===== config.mk =====
export PLATFORM = sky130hd
export DESIGN_NAME = dual_port_gpio
export DESIGN_NICKNAME = d
export VERILOG_FILES = /design/src/rtl/gpio_pkg.sv /design/src/rtl/gpio_port_bank.sv /design/src/rtl/gpio_read_mux.sv /design/src/rtl/dual_port_gpio.sv
export SDC_FILE = /design/constraint.sdc
export NUM_CORES = 1
export LEC_CHECK = 0
export BUFFER_PORTS_ARGS = -buffer_cell sky130_fd_sc_hd__buf_2
export CORE_MARGIN = 3
export CORE_UTILIZATION = 40
export CTS_CLUSTER_DIAMETER = 50
export DETAILED_ROUTE_END_ITERATION = 10
export PLACE_DENSITY = 0.8
export SYNTH_ARGS = -nofsm -noshare
export SYNTH_HDL_FRONTEND = slang
export SYNTH_SLANG_ARGS = --single-unit

===== constraint.sdc =====
create_clock -name clk -period 2.6 [get_ports clk]
set_input_delay 0.13 -clock clk [delete_from_list [all_inputs] [get_ports clk]]
set_output_delay 0.13 -clock clk [all_outputs]
set_load 0.01 [all_outputs]

===== src/rtl/gpio_pkg.sv =====
package gpio_pkg;
  typedef enum logic [1:0] {
    SEL_A_DATA = 2'd0,
    SEL_A_DIR  = 2'd1,
    SEL_B_DATA = 2'd2,
    SEL_B_DIR  = 2'd3
  } gpio_sel_e;
endpackage


===== src/rtl/gpio_port_bank.sv =====
module gpio_port_bank #(
  parameter int W       = 8,
  parameter bit HAS_OVR = 1'b0,
  parameter int OVR_BIT = W - 1
) (
  input  logic         clk,
  input  logic         rst_n,
  input  logic         wr_data,
  input  logic         wr_dir,
  input  logic [W-1:0] wdata,
  input  logic         ovr_act,
  input  logic [W-1:0] ext_en,
  input  logic [W-1:0] ext_val,
  output logic [W-1:0] pin_oe,
  output logic [W-1:0] pin_out,
  output logic [W-1:0] lvl,
  output logic [W-1:0] dir_q
);
  logic [W-1:0] odr_q;
  logic [W-1:0] ovr_mask;
  logic [W-1:0] eff_oe;
  logic [W-1:0] eff_val;

  function automatic logic [W-1:0] resolve(input logic [W-1:0] oe, input logic [W-1:0] drv,
                                           input logic [W-1:0] xen, input logic [W-1:0] xval);
    return (oe & drv) | (~oe & xen & xval) | (~oe & ~xen);
  endfunction

  always_ff @(posedge clk) begin
    if (!rst_n) begin
      odr_q <= '0;
      dir_q <= '0;
    end else begin
      if (wr_data) odr_q <= wdata;
      if (wr_dir)  dir_q <= wdata;
    end
  end

  generate
    if (HAS_OVR) begin : g_ovr
      always_comb begin
        ovr_mask = '0;
        ovr_mask[OVR_BIT] = ovr_act;
      end
    end else begin : g_no_ovr
      assign ovr_mask = '0;
    end
  endgenerate

  assign eff_oe  = dir_q | ovr_mask;
  assign eff_val = odr_q & ~ovr_mask;
  assign pin_oe  = eff_oe;
  assign pin_out = eff_oe & eff_val;
  assign lvl     = resolve(eff_oe, eff_val, ext_en, ext_val);

  a_r6_data_hold: assert property (@(posedge clk) disable iff (!rst_n)
    !wr_data |=> $stable(odr_q));
  a_r6_dir_hold: assert property (@(posedge clk) disable iff (!rst_n)
    !wr_dir |=> $stable(dir_q));
  a_r2_write_lands: assert property (@(posedge clk) disable iff (!rst_n)
    wr_data |=> odr_q == $past(wdata));
  a_r5_out_bits_read_latch: assert property (@(posedge clk) disable iff (!rst_n)
    ((lvl ^ odr_q) & dir_q & ~ovr_mask) == '0);
  a_r4_free_inputs_high: assert property (@(posedge clk) disable iff (!rst_n)
    (~lvl & ~pin_oe & ~ext_en) == '0);
  generate
    if (HAS_OVR) begin : g_ovr_chk
      a_r8_ovr_low: assert property (@(posedge clk) disable iff (!rst_n)
        ovr_act |-> (pin_oe[OVR_BIT] && !pin_out[OVR_BIT] && !lvl[OVR_BIT]));
    end
  endgenerate
endmodule


===== src/rtl/gpio_read_mux.sv =====
module gpio_read_mux #(
  parameter int W = 8
) (
  input  logic         rd_en,
  input  logic [1:0]   sel,
  input  logic [W-1:0] a_lvl,
  input  logic [W-1:0] a_dir,
  input  logic [W-1:0] b_lvl,
  input  logic [W-1:0] b_dir,
  output logic [W-1:0] rdata
);
  import gpio_pkg::*;
  always_comb begin
    rdata = '0;
    if (rd_en) begin
      unique case (gpio_sel_e'(sel))
        SEL_A_DATA: rdata = a_lvl;
        SEL_A_DIR:  rdata = a_dir;
        SEL_B_DATA: rdata = b_lvl;
        SEL_B_DIR:  rdata = b_dir;
        default:    rdata = '0;
      endcase
    end
  end
endmodule


===== src/rtl/dual_port_gpio.sv =====
module dual_port_gpio #(
  parameter int W       = 8,
  parameter int IRQ_BIT = W - 1
) (
  input  logic         clk,
  input  logic         rst_n,
  input  logic         cs,
  input  logic         we,
  input  logic         re,
  input  logic [1:0]   rsel,
  input  logic [W-1:0] wdata,
  output logic [W-1:0] rdata,
  input  logic         irq_en,
  input  logic         irq_req,
  input  logic [W-1:0] pa_ext_en,
  input  logic [W-1:0] pa_ext_val,
  output logic [W-1:0] pa_oe,
  output logic [W-1:0] pa_out,
  input  logic [W-1:0] pb_ext_en,
  input  logic [W-1:0] pb_ext_val,
  output logic [W-1:0] pb_oe,
  output logic [W-1:0] pb_out
);
  import gpio_pkg::*;

  logic         wr_go;
  logic         rd_go;
  logic         irq_fire;
  logic [W-1:0] a_lvl, a_dir, b_lvl, b_dir;

  assign wr_go    = cs & we;
  assign rd_go    = cs & re;
  assign irq_fire = irq_en & irq_req;

  gpio_port_bank #(.W(W), .HAS_OVR(1'b0), .OVR_BIT(0)) u_port_a (
    .clk(clk), .rst_n(rst_n),
    .wr_data(wr_go && rsel == SEL_A_DATA),
    .wr_dir (wr_go && rsel == SEL_A_DIR),
    .wdata(wdata), .ovr_act(1'b0),
    .ext_en(pa_ext_en), .ext_val(pa_ext_val),
    .pin_oe(pa_oe), .pin_out(pa_out), .lvl(a_lvl), .dir_q(a_dir)
  );

  gpio_port_bank #(.W(W), .HAS_OVR(1'b1), .OVR_BIT(IRQ_BIT)) u_port_b (
    .clk(clk), .rst_n(rst_n),
    .wr_data(wr_go && rsel == SEL_B_DATA),
    .wr_dir (wr_go && rsel == SEL_B_DIR),
    .wdata(wdata), .ovr_act(irq_fire),
    .ext_en(pb_ext_en), .ext_val(pb_ext_val),
    .pin_oe(pb_oe), .pin_out(pb_out), .lvl(b_lvl), .dir_q(b_dir)
  );

  gpio_read_mux #(.W(W)) u_rmux (
    .rd_en(rd_go), .sel(rsel),
    .a_lvl(a_lvl), .a_dir(a_dir), .b_lvl(b_lvl), .b_dir(b_dir),
    .rdata(rdata)
  );

  a_r10_idle_rdata: assert property (@(posedge clk) disable iff (!rst_n)
    !rd_go |-> rdata == '0);
  a_r9_no_ovr_when_off: assert property (@(posedge clk) disable iff (!rst_n)
    !irq_en |-> pb_oe == b_dir);
  a_r3_a_enable_follows_dir: assert property (@(posedge clk) disable iff (!rst_n)
    (pa_out & ~pa_oe) == '0);
endmodule


### Word-level counts from Yosys, hierarchy flattened

Index checks and enable logic that the tools add are counted.

| storage, ports and cells | value |
|---|---|
| bits in registers | 32 |
| bits in latches | 0 |
| bits in writable memories | 0 |
| ROM bits | 0 |
| input bits | 49 |
| output and inout bits | 40 |
| word-level logic and storage cells | 36 |
| memories | 0 |

| cells by class | value |
|---|---|
| $add $sub $neg | 0 |
| $mul | 0 |
| divide/modulo/power cells | 0 |
| magnitude comparators | 0 |
| eq/ne operators | 3 |
| shifts and indexed selects | 0 |
| multiplexer cells | 2 |
| bitwise gates (word level) | 22 |
| reduce and logical (&&, ||, !) cells | 5 |

Operators with widths:

| operator | count |
|---|---|
| $and 8x8->8 | 9 |
| $not 8->8 | 5 |
| $or 8x8->8 | 5 |
| $pmux 8 s4 | 1 |
| $mux 8 | 1 |
| $eq 2x2->1 const B | 2 |
| $logic_and 1x1->1 | 4 |
| $and 1x1->1 | 3 |
| $eq 2x1->1 const B | 1 |
| $logic_not 2->1 | 1 |

### Longest topological paths before layout

Gate-level depths: netlist of run 1.

| logic depth | value |
|---|---|
| word-level depth | 9 |
| depth in mapped cells | 5 |
| depth with buffers taken out | 3 |

### Cells and area by module

A second synthesis of run 1 with hierarchy kept.

| second synthesis, totals | value |
|---|---|
| cells, all modules | 219 |
| area total of the unflattened synthesis | 2013.2 um^2 |

By module, submodules not included:

| module | times used | cells an instance | area an instance (um^2) | sequential area each (um^2) |
|---|---|---|---|---|
| gpio_port_bank (u_port_b) | 1 | 92 | 849.6 | 320.3 |
| gpio_port_bank (u_port_a) | 1 | 91 | 847.1 | 320.3 |
| gpio_read_mux | 1 | 29 | 255.2 | 0.0 |
| dual_port_gpio | 1 | 7 | 61.3 | 0.0 |

### Worst setup path before layout of run 1

OpenSTA, ideal clock, no wires.

| timing path | value |
|---|---|
| kind | input-to-output |
| start point | input rsel[0] |
| end point | output rdata[6] |
| arrival | 1.060 ns |
| data required time | 2.470 ns |
| setup slack | 1.410 ns |
| stages | 4 |
| buffers on the path | 2 |
| cells stage by stage | buf_2 buf_2 a211o_1 a211oi_1 |

| on the way | value |
|---|---|
| word-level cells in the longest chain between the ends | 3 |
| elaborated cells on any way between the ends | 6 |
| classes of those cells | eq/ne: 3; mux: 2; reduce/logical: 1 |

Ends and longest elaborated chain:

| element | line | source |
|---|---|---|
| from (decl) | dual_port_gpio.sv:10 | `input logic [1:0] rsel,` |
| $eq 2x2->1 (tied with other cells) | gpio_read_mux.sv:16 | `unique case (gpio_sel_e'(sel))` |
| $pmux 8 s4 * | gpio_read_mux.sv:16 |  |
| $mux 8 * | gpio_read_mux.sv:15 | `if (rd_en) begin` |
| to (decl) | dual_port_gpio.sv:12 | `output logic [W-1:0] rdata,` |

Every way passes the cells marked *; elsewhere a longest branch is shown, timed or not.

### Worst setup path after layout of run 1

| timing path | value |
|---|---|
| start point | register u_port_a.dir_q[4] |
| end point | output rdata[4] |

| on the way | value |
|---|---|
| word-level cells in the longest chain between the ends | 7 |
| elaborated cells on any way between the ends | 9 |
| classes of those cells | mux: 2; bitwise: 7 |

Ends and longest elaborated chain:

| element | line | source |
|---|---|---|
| from (decl) | gpio_port_bank.sv:17 | `output logic [W-1:0] dir_q` |
| from (signal assigned) | gpio_port_bank.sv:35 | `if (wr_dir) dir_q <= wdata;` |
| $not 8->8 | gpio_port_bank.sv:26 | `return (oe & drv) \| (~oe & xen & xval) \| (~oe & ~xen);` |
| $and 8x8->8 (2 in series) | gpio_port_bank.sv:26 |  |
| $or 8x8->8 (2 in series) | gpio_port_bank.sv:26 |  |
| $pmux 8 s4 * | gpio_read_mux.sv:16 |  |
| $mux 8 * | gpio_read_mux.sv:15 |  |

Marks and branches as above.

==> qor.txt, run 1 <==
Core Rows - 24
FF-to-FF End - u_port_b.dir_q[7]
Synth Flop Type - dfxtp_1
Post-Syn Area per Cell - 7.948 sq um
Worst Setup End Kind - output port
Max_slew headroom - 59.44%
M2 GR Usage - 31.33%
TritonCTS Buffers - 5
Hold_buf cts - 0
Wire length per cell - 14.59 um
Commonest cells post-synth - nand2_1 (59), dfxtp_1 (32), a21boi_0 (23)
Die Ht - 75.20 um
Top-area cell type share of the netlist area - 33.44%
Worst VDD drop - 0.2506 mV
Largest net degree at the start of global routing - 33
Vias per cell - 5.280
TritonRoute pass-1 iters - 4
Final Cycle Share - 66.49%
Antenna viol nets, final - 0
CP Class - reg -> out
Post-synth cell types - 28
N_diodes - 0
Cell taking the most area after synthesis - dfxtp_1
Initial Util - 42.81%
Slew Viols, Final - 0
Post-cts sizing count - 0
Synthesis Warnings - 0
Clock network latency to the later pin of the worst-skew pair - 0.28 ns
WHS Path Cells - 3
Synth Instances - 241
R2r setup slk - 1.87 ns
Post-route setup TNS - 0 ns
Die Wd - 75.20 um
Nets - 365
Fin util - 53.30%
RSZ-0062 raised after global routing - no
Detail Placement HPWL - 3.951 mm
CP Launch Point - u_port_a.dir_q[4]
Core footprint - 0.004474 sq mm
Hold_sp - wdata[7]
Top Ports - 89
GR Util met1 - 26.33%
Htree depth - 2
CP Cell Sequence - or3b_2, a21oi_1, a211oi_1, buf_2
Post-CTS Setup Inserts - 0
Share of cells above drive strength 1 - 32.91%
CP delay by family, top - simple AND/OR/NAND/NOR gates
Async SR Flop Fraction - 0%
First-pass GRT wire length - 8.259 mm
Outcome - complete, no violations
Drc violations - 0
CP required - 2.47 ns
Clock sink total - 32
Worst reg2reg path depth - 2
Post-Route WL - 5.368 mm
P&R area growth vs syn - 24.49%
CP Launch Type - flop
GR Util met3 - 3.471%
Critical path endpoint - rdata[4]
Worst Tran Pin Value - 0.6084 ns
Maximum clock rate - 0.5784 GHz
Hold Vio Cnt, Final - 0
Pwr/cell area - 427.0 mW/mm^2
Seq cells post-synth - 32
Clock Path Buffers - 2
CTS root buf - clkbuf_8
Worst Path Buf+Inv - 1
Syn nets - 290
Most frequent cell after synthesis - nand2_1
GP Congestion - 0.7750
Port buffer count - 88
Reg2reg start - u_port_b.dir_q[7]
CP max stage cell - or3b_2
CTS tree - built
Initial antenna violation count - 0
Leading cell types by total area after synthesis - dfxtp_1 (33%), nand2_1 (12%), a21boi_0 (9.0%), and2_1 (4.9%), nand2b_1 (4.9%)
Post-synth EDFFs - 0
Min-Delay Path Class - in -> reg
Clk slew on worst S/H paths - 0.06 ns
Crit path max fanout - 6
Seq/Total Area, Yosys - 33.44%
Total gr overflow - 0
All-Layer GR Usage - 19.43%
Static Leakage - 1.023 nW
Max_cap viols - 0
Final setup skew - 0 ns
Vias - 1943
CP peak stage delay - 0.49 ns
Total power - 0.001018 W
Initial DRC count - 112
Instance count on the critical path - 4
Setup violators final - 0
Mapped Area - 0.001916 sq mm
Vias in the first global route - 1731
Die area - 0.005655 sq mm
GR peak layer - met2
Min Tclk post-route - 1.729 ns
Critical path arrival - 1.60 ns
-- placed cells by master (no fill, tap or decap), drive strengths merged --
| master | n |
|---|---|
| nor3b | 1 |
| and4b | 2 |
| nand2 | 59 |
| and2 | 15 |
| clkinv | 1 |
| nand2b | 15 |
| buf | 88 |
| and4bb | 1 |
| nor2b | 8 |
| o2111ai | 1 |
| and2b | 1 |
| a211o | 1 |
| a211oi | 8 |
| o2bb2ai | 8 |
| clkbuf | 6 |
| a21boi | 24 |
| mux2i | 8 |
| and3 | 1 |
| and4 | 1 |
| inv | 8 |
| or2 | 1 |
| o311ai | 6 |
| nand4b | 2 |
| dfxtp | 32 |
| or3b | 9 |
| a21oi | 8 |
| nand4 | 1 |
-- logic make-up (layout without fill, tap and decap cells) --
kind of cell           count (synthesis)  in the layout  synth area share, %
AOI/OAI and AO/OA                     56             56                21.95
buffers and inverters                 28            103                7.512
muxes                                  8              8                4.180
and+or+nand+nor                      117            117                32.92
DFF                                   32             32                33.44
-- state kept, by name (all words and copies together), names as in the netlist --
| name | flops |
|---|---|
| u_port_a.eff_val | 8 |
| u_port_b.odr_q | 8 |
| u_port_a.dir_q | 8 |
| u_port_b.dir_q | 8 |
-- per-stage QoR --
step | setup WS [ns] | instance area (sq um) | hold slack (ns) | std cells
2_1_floorplan | 1.410 | 1916 | 0.2649 | 241
3_3_place_gp | 1.065 | 2307 | 0.4100 | 361
3_5_place_dp | 1.034 | 2307 | 0.4169 | 361
4_1_cts | 0.8821 | 2385 | 0.1171 | 368
5_1_grt | 0.8043 | 2385 | 0.1302 | 368
6_report | 0.8712 | 2385 | 0.1142 | 368
-- worst min-delay path, stage by stage --
cell and delay [ns]:
buf_2 0.12, nand2_1 0.06, a21boi_1 0.05
-- cell type report --
class | instances | area [sq um]
multi-input cells | 181 | 1131
well taps | 52 | 65.06
inverters | 8 | 30.03
clock inverters | 1 | 5.005
fillers | 421 | 2090
repair buffers | 88 | 440.4
flip-flops and latches | 32 | 640.6
clock buffers | 6 | 72.57
-- report_power, final --
group          leakage [nW]  switching, W  internal, W
Combinational         0.723     0.0000779    0.0000728
Clock                0.0410      0.000175     0.000182
Sequential            0.259     0.0000106     0.000501
Total                  1.02      0.000263     0.000755
-- per-layer routing --
metal  wire (um)  share of wire, %  up-vias
met3         402               7.5        4
li1            -                 -      970
met1        2353                44      898
met2        2571                48       71
met5           0                 0        -
met4          41              0.76        0
-- worst min path at each step --
| stage | endpoint |
|---|---|
| floorplan | u_port_a.dir_q[7] |
| global placement | u_port_a.dir_q[7] |
| detailed placement | u_port_a.dir_q[7] |
| CTS | u_port_a.dir_q[7] |
| global route | u_port_a.dir_q[7] |
| finish | u_port_a.dir_q[7] |
(Power assumes the default switching activity.)
==> inputs of run 2 (changes only) <==
Settings changed: ABC_AREA set to 1, PLACE_DENSITY 0.8 to 0.84.
Clock period 2.6 ns to 1.4 ns, I/O delays scaled along.
==> qor.txt, run 2 <==
Worst reg2reg path depth - 2 (unchanged)
CTS root buf - clkbuf_8 (unchanged)
Crit path max fanout - 5 (was 6)
Fill cells - 422 (was 421)
Register area - 643.1 sq um (was 640.6 sq um)
M2 GR Usage - 34.17% (was 31.33%)
Synthesis Warnings - 0 (unchanged)
Vias in the first global route - 1881 (was 1731)
Initial DRC count - 217 (was 112)
Static Leakage - 1.357 nW (was 1.023 nW)
TritonRoute pass-1 iters - 4 (unchanged)
All-Layer GR Usage - 20.60% (was 19.43%)
Share of cells above drive strength 1 - 30.38% (was 32.91%)
N_diodes - 0 (unchanged)
Vias - 2109 (was 1943)
GR Util met1 - 26.72% (was 26.33%)
Final setup skew - 0 ns (unchanged)
Most frequent cell after synthesis - nor2_1 (was nand2_1)
Worst VDD drop - 0.5348 mV (was 0.2506 mV)
Seq cells post-synth - 32 (unchanged)
Final WS setup - 0.008128 ns (was 0.8712 ns)
Post-Syn Area per Cell - 6.208 sq um (was 7.948 sq um)
Worst Tran Pin Value - 0.4449 ns (was 0.6084 ns)
Commonest cells post-synth - nor2_1 (60), o21ai_0 (52), nand2_1 (51) (was nand2_1 (59), dfxtp_1 (32), a21boi_0 (23))
Post-Route WL - 5.371 mm (was 5.368 mm)
Core footprint - 0.004144 sq mm (was 0.004474 sq mm)
Die Wd - 72.74 um (was 75.20 um)
Port buffer count - 88 (unchanged)
Pwr/cell area - 935.8 mW/mm^2 (was 427.0 mW/mm^2)
Multi-input logic area - 898.4 sq um (was 0.001131 sq mm)
WHS Path Cells - 3 (unchanged)
FF-to-FF End - u_port_a.dir_q[3] (was u_port_b.dir_q[7])
Drc violations - 0 (unchanged)
CP Class - reg -> out (unchanged)
Worst Setup End Kind - output port (unchanged)
Commonest non-fill, non-tap cell in the layout - buf_2 (unchanged)
Max_cap viols - 0 (unchanged)
Leading cell types by total area after synthesis - dfxtp_1 (36%), o21ai_0 (15%), nor2_1 (13%), nand2_1 (11%), inv_1 (8.8%) (was dfxtp_1 (33%), nand2_1 (12%), a21boi_0 (9.0%), and2_1 (4.9%), nand2b_1 (4.9%))
GR peak layer - met2 (unchanged)
TritonCTS Buffers - 5 (unchanged)
Reg2reg start - u_port_a.dir_q[3] (was u_port_b.dir_q[7])
Max_slew headroom - 70.31% (was 59.44%)
Top Ports - 89 (unchanged)
Clock sink total - 32 (unchanged)
Top-area cell type share of the netlist area - 35.96% (was 33.44%)
Htree depth - 2 (unchanged)
Hold_sp - wdata[5] (was wdata[7])
Syn nets - 336 (was 290)
Clock network latency to the later pin of the worst-skew pair - 0.28 ns (about the same)
Outcome - complete, no violations (unchanged)
Setup violators final - 0 (unchanged)
Post-synth cell types - 18 (was 28)
Cell count after placement - 414 (was 361)
Maximum clock rate - 0.7185 GHz
Post-synth EDFFs - 0 (unchanged)
Core Rows - 23 (was 24)
Vias per cell - 4.998 (was 5.280)
Wire length per cell - 12.73 um (was 14.59 um)
Largest net degree at the start of global routing - 33 (unchanged)
Critical path arrival - 1.32 ns (was 1.60 ns)
Total gr overflow - 0 (unchanged)
Min Tclk post-route - 1.392 ns
Cell taking the most area after synthesis - dfxtp_1 (unchanged)
Hold endpoint - u_port_a.dir_q[5] (was u_port_a.dir_q[7])
Final Cycle Share - 99.42%
R2r setup slk - 0.68 ns (was 1.87 ns)
Synth Flop Type - dfxtp_1 (unchanged)
P&R area growth vs syn - 30.83% (was 24.49%)
First-pass GRT wire length - 8.576 mm (was 8.259 mm)
Async SR Flop Fraction - 0% (unchanged)
Clk slew on worst S/H paths - 0.07 ns (was 0.06 ns)
Non-Filler Instances - 422 (was 368)
Hold_buf cts - 0 (unchanged)
GP Congestion - 0.8334 (was 0.7750)
CP Launch Type - flop (unchanged)
Hold Vio Cnt, Final - 0 (unchanged)
GR Util met3 - 3.994% (was 3.471%)
Die area - 0.005291 sq mm (was 0.005655 sq mm)
Clock Path Buffers - 2 (unchanged)
Nets - 420 (was 365)
Slew Viols, Final - 0 (unchanged)
CP required - 1.33 ns (was 2.47 ns)
Detail Placement HPWL - 4.136 mm (was 3.951 mm)
Initial Util - 43.00% (was 42.81%)
Seq/Total Area, Yosys - 35.96% (was 33.44%)
Commonest cells after routing, fill and taps aside - buf_2 (88), nor2_1 (60), nand2_1 (51) (was buf_2 (88), nand2_1 (59), dfxtp_1 (32))
Fin util - 56.25% (was 53.30%)
Antenna viol nets, final - 0 (unchanged)
Synth Instances - 287 (was 241)
Min-Delay Path Class - in -> reg (unchanged)
Pre-CTS setup slack - 0.2029 ns (was 1.034 ns)
CTS tree - built (unchanged)
Initial antenna violation count - 0 (unchanged)
Die Ht - 72.74 um (was 75.20 um)
Mapped Area - 0.001782 sq mm (was 0.001916 sq mm)
## run 2: cell count changes after synthesis, moves of 7 or more
cell / change
buf_2: -7
a21oi_1: +12
nand2b_1: -15
o2bb2ai_1: -8
mux2i_1: -8
nor2_1: +60
a21boi_0: -23
or3b_2: -9
nor2b_1: -8
inv_1: +34
a211oi_1: -8
and2_1: -15
o21ai_0: +52
nand2_1: -8
## run 2: worst max path at each step
stage | startpoint | endpoint | slack [ns] | cells after the start
after floorplan | u_port_b.dir_q[3] | rdata[3] | 0.50 | 4
after global placement | rsel[1] | u_port_a.dir_q[5] | 0.21 | 7
after detailed placement | rsel[1] | u_port_a.dir_q[1] | 0.20 | 7
after CTS | u_port_b.dir_q[3] | rdata[3] | 0.01 | 5
after global routing | u_port_b.dir_q[1] | rdata[1] | -0.05 | 5
final | u_port_b.dir_q[1] | rdata[1] | 0.008 | 5
## run 2: cell type report
| type | count | area share, % |
|---|---|---|
| Clock buffer | 5 | 2.952 |
| Clock inverter | 3 | 1.825 |
| Inverter | 46 | 7.515 |
| Multi-Input combinational cell | 198 | 38.54 |
| Sequential cell | 32 | 27.59 |
| Tap cell | 50 | 2.684 |
| Timing Repair Buffer | 88 | 18.89 |
## run 2: timing repair
item / 4_1_cts / 5_1_grt
gates resized for setup: 0 / 10
setup endpoints to repair: 0 / 4
buffers inserted: 0 / 0
## run 2: report_power, final
part	switching, W	internal [W]	total, W
sequential	0.0000280	0.000943	0.000971
combinational	0.000197	0.000134	0.000331
clock	0.000353	0.000526	0.000879
total	0.000578	0.00160	0.00218
## run 2: cells by family after synthesis
logic type | synth area share, %
DFF | 35.95
and+or+nand+nor | 27.53
AOI/OAI and AO/OA | 22.47
buffers and inverters | 14.04
## run 2: worst max-delay path: stages (launching register included)
cell and delay (ns):
dfxtp_1 0.40, o21bai_1 0.13, nand2_1 0.09, a21oi_1 0.21, nor2_1 0.06, buf_2 0.14
## run 2: stage by stage
stage	instance area, sq um	hold WS [ns]	TNS [ns]	power (W)
after floorplan	1782	0.2049	0	0.001167
after global placement	2210	0.3573	0	0.001304
after detailed placement	2210	0.3684	0	0.001312
after CTS	2321	0.06773	0	0.002183
after global routing	2331	0.09609	-0.05397	0.002277
final	2331	0.07187	0	0.002181
## run 2: routing by layer
layer / up-vias / wire, um
met5: - / 0
met4: 0 / 76
met3: 9 / 521
met2: 101 / 2556
met1: 938 / 2217
li1: 1061 / -
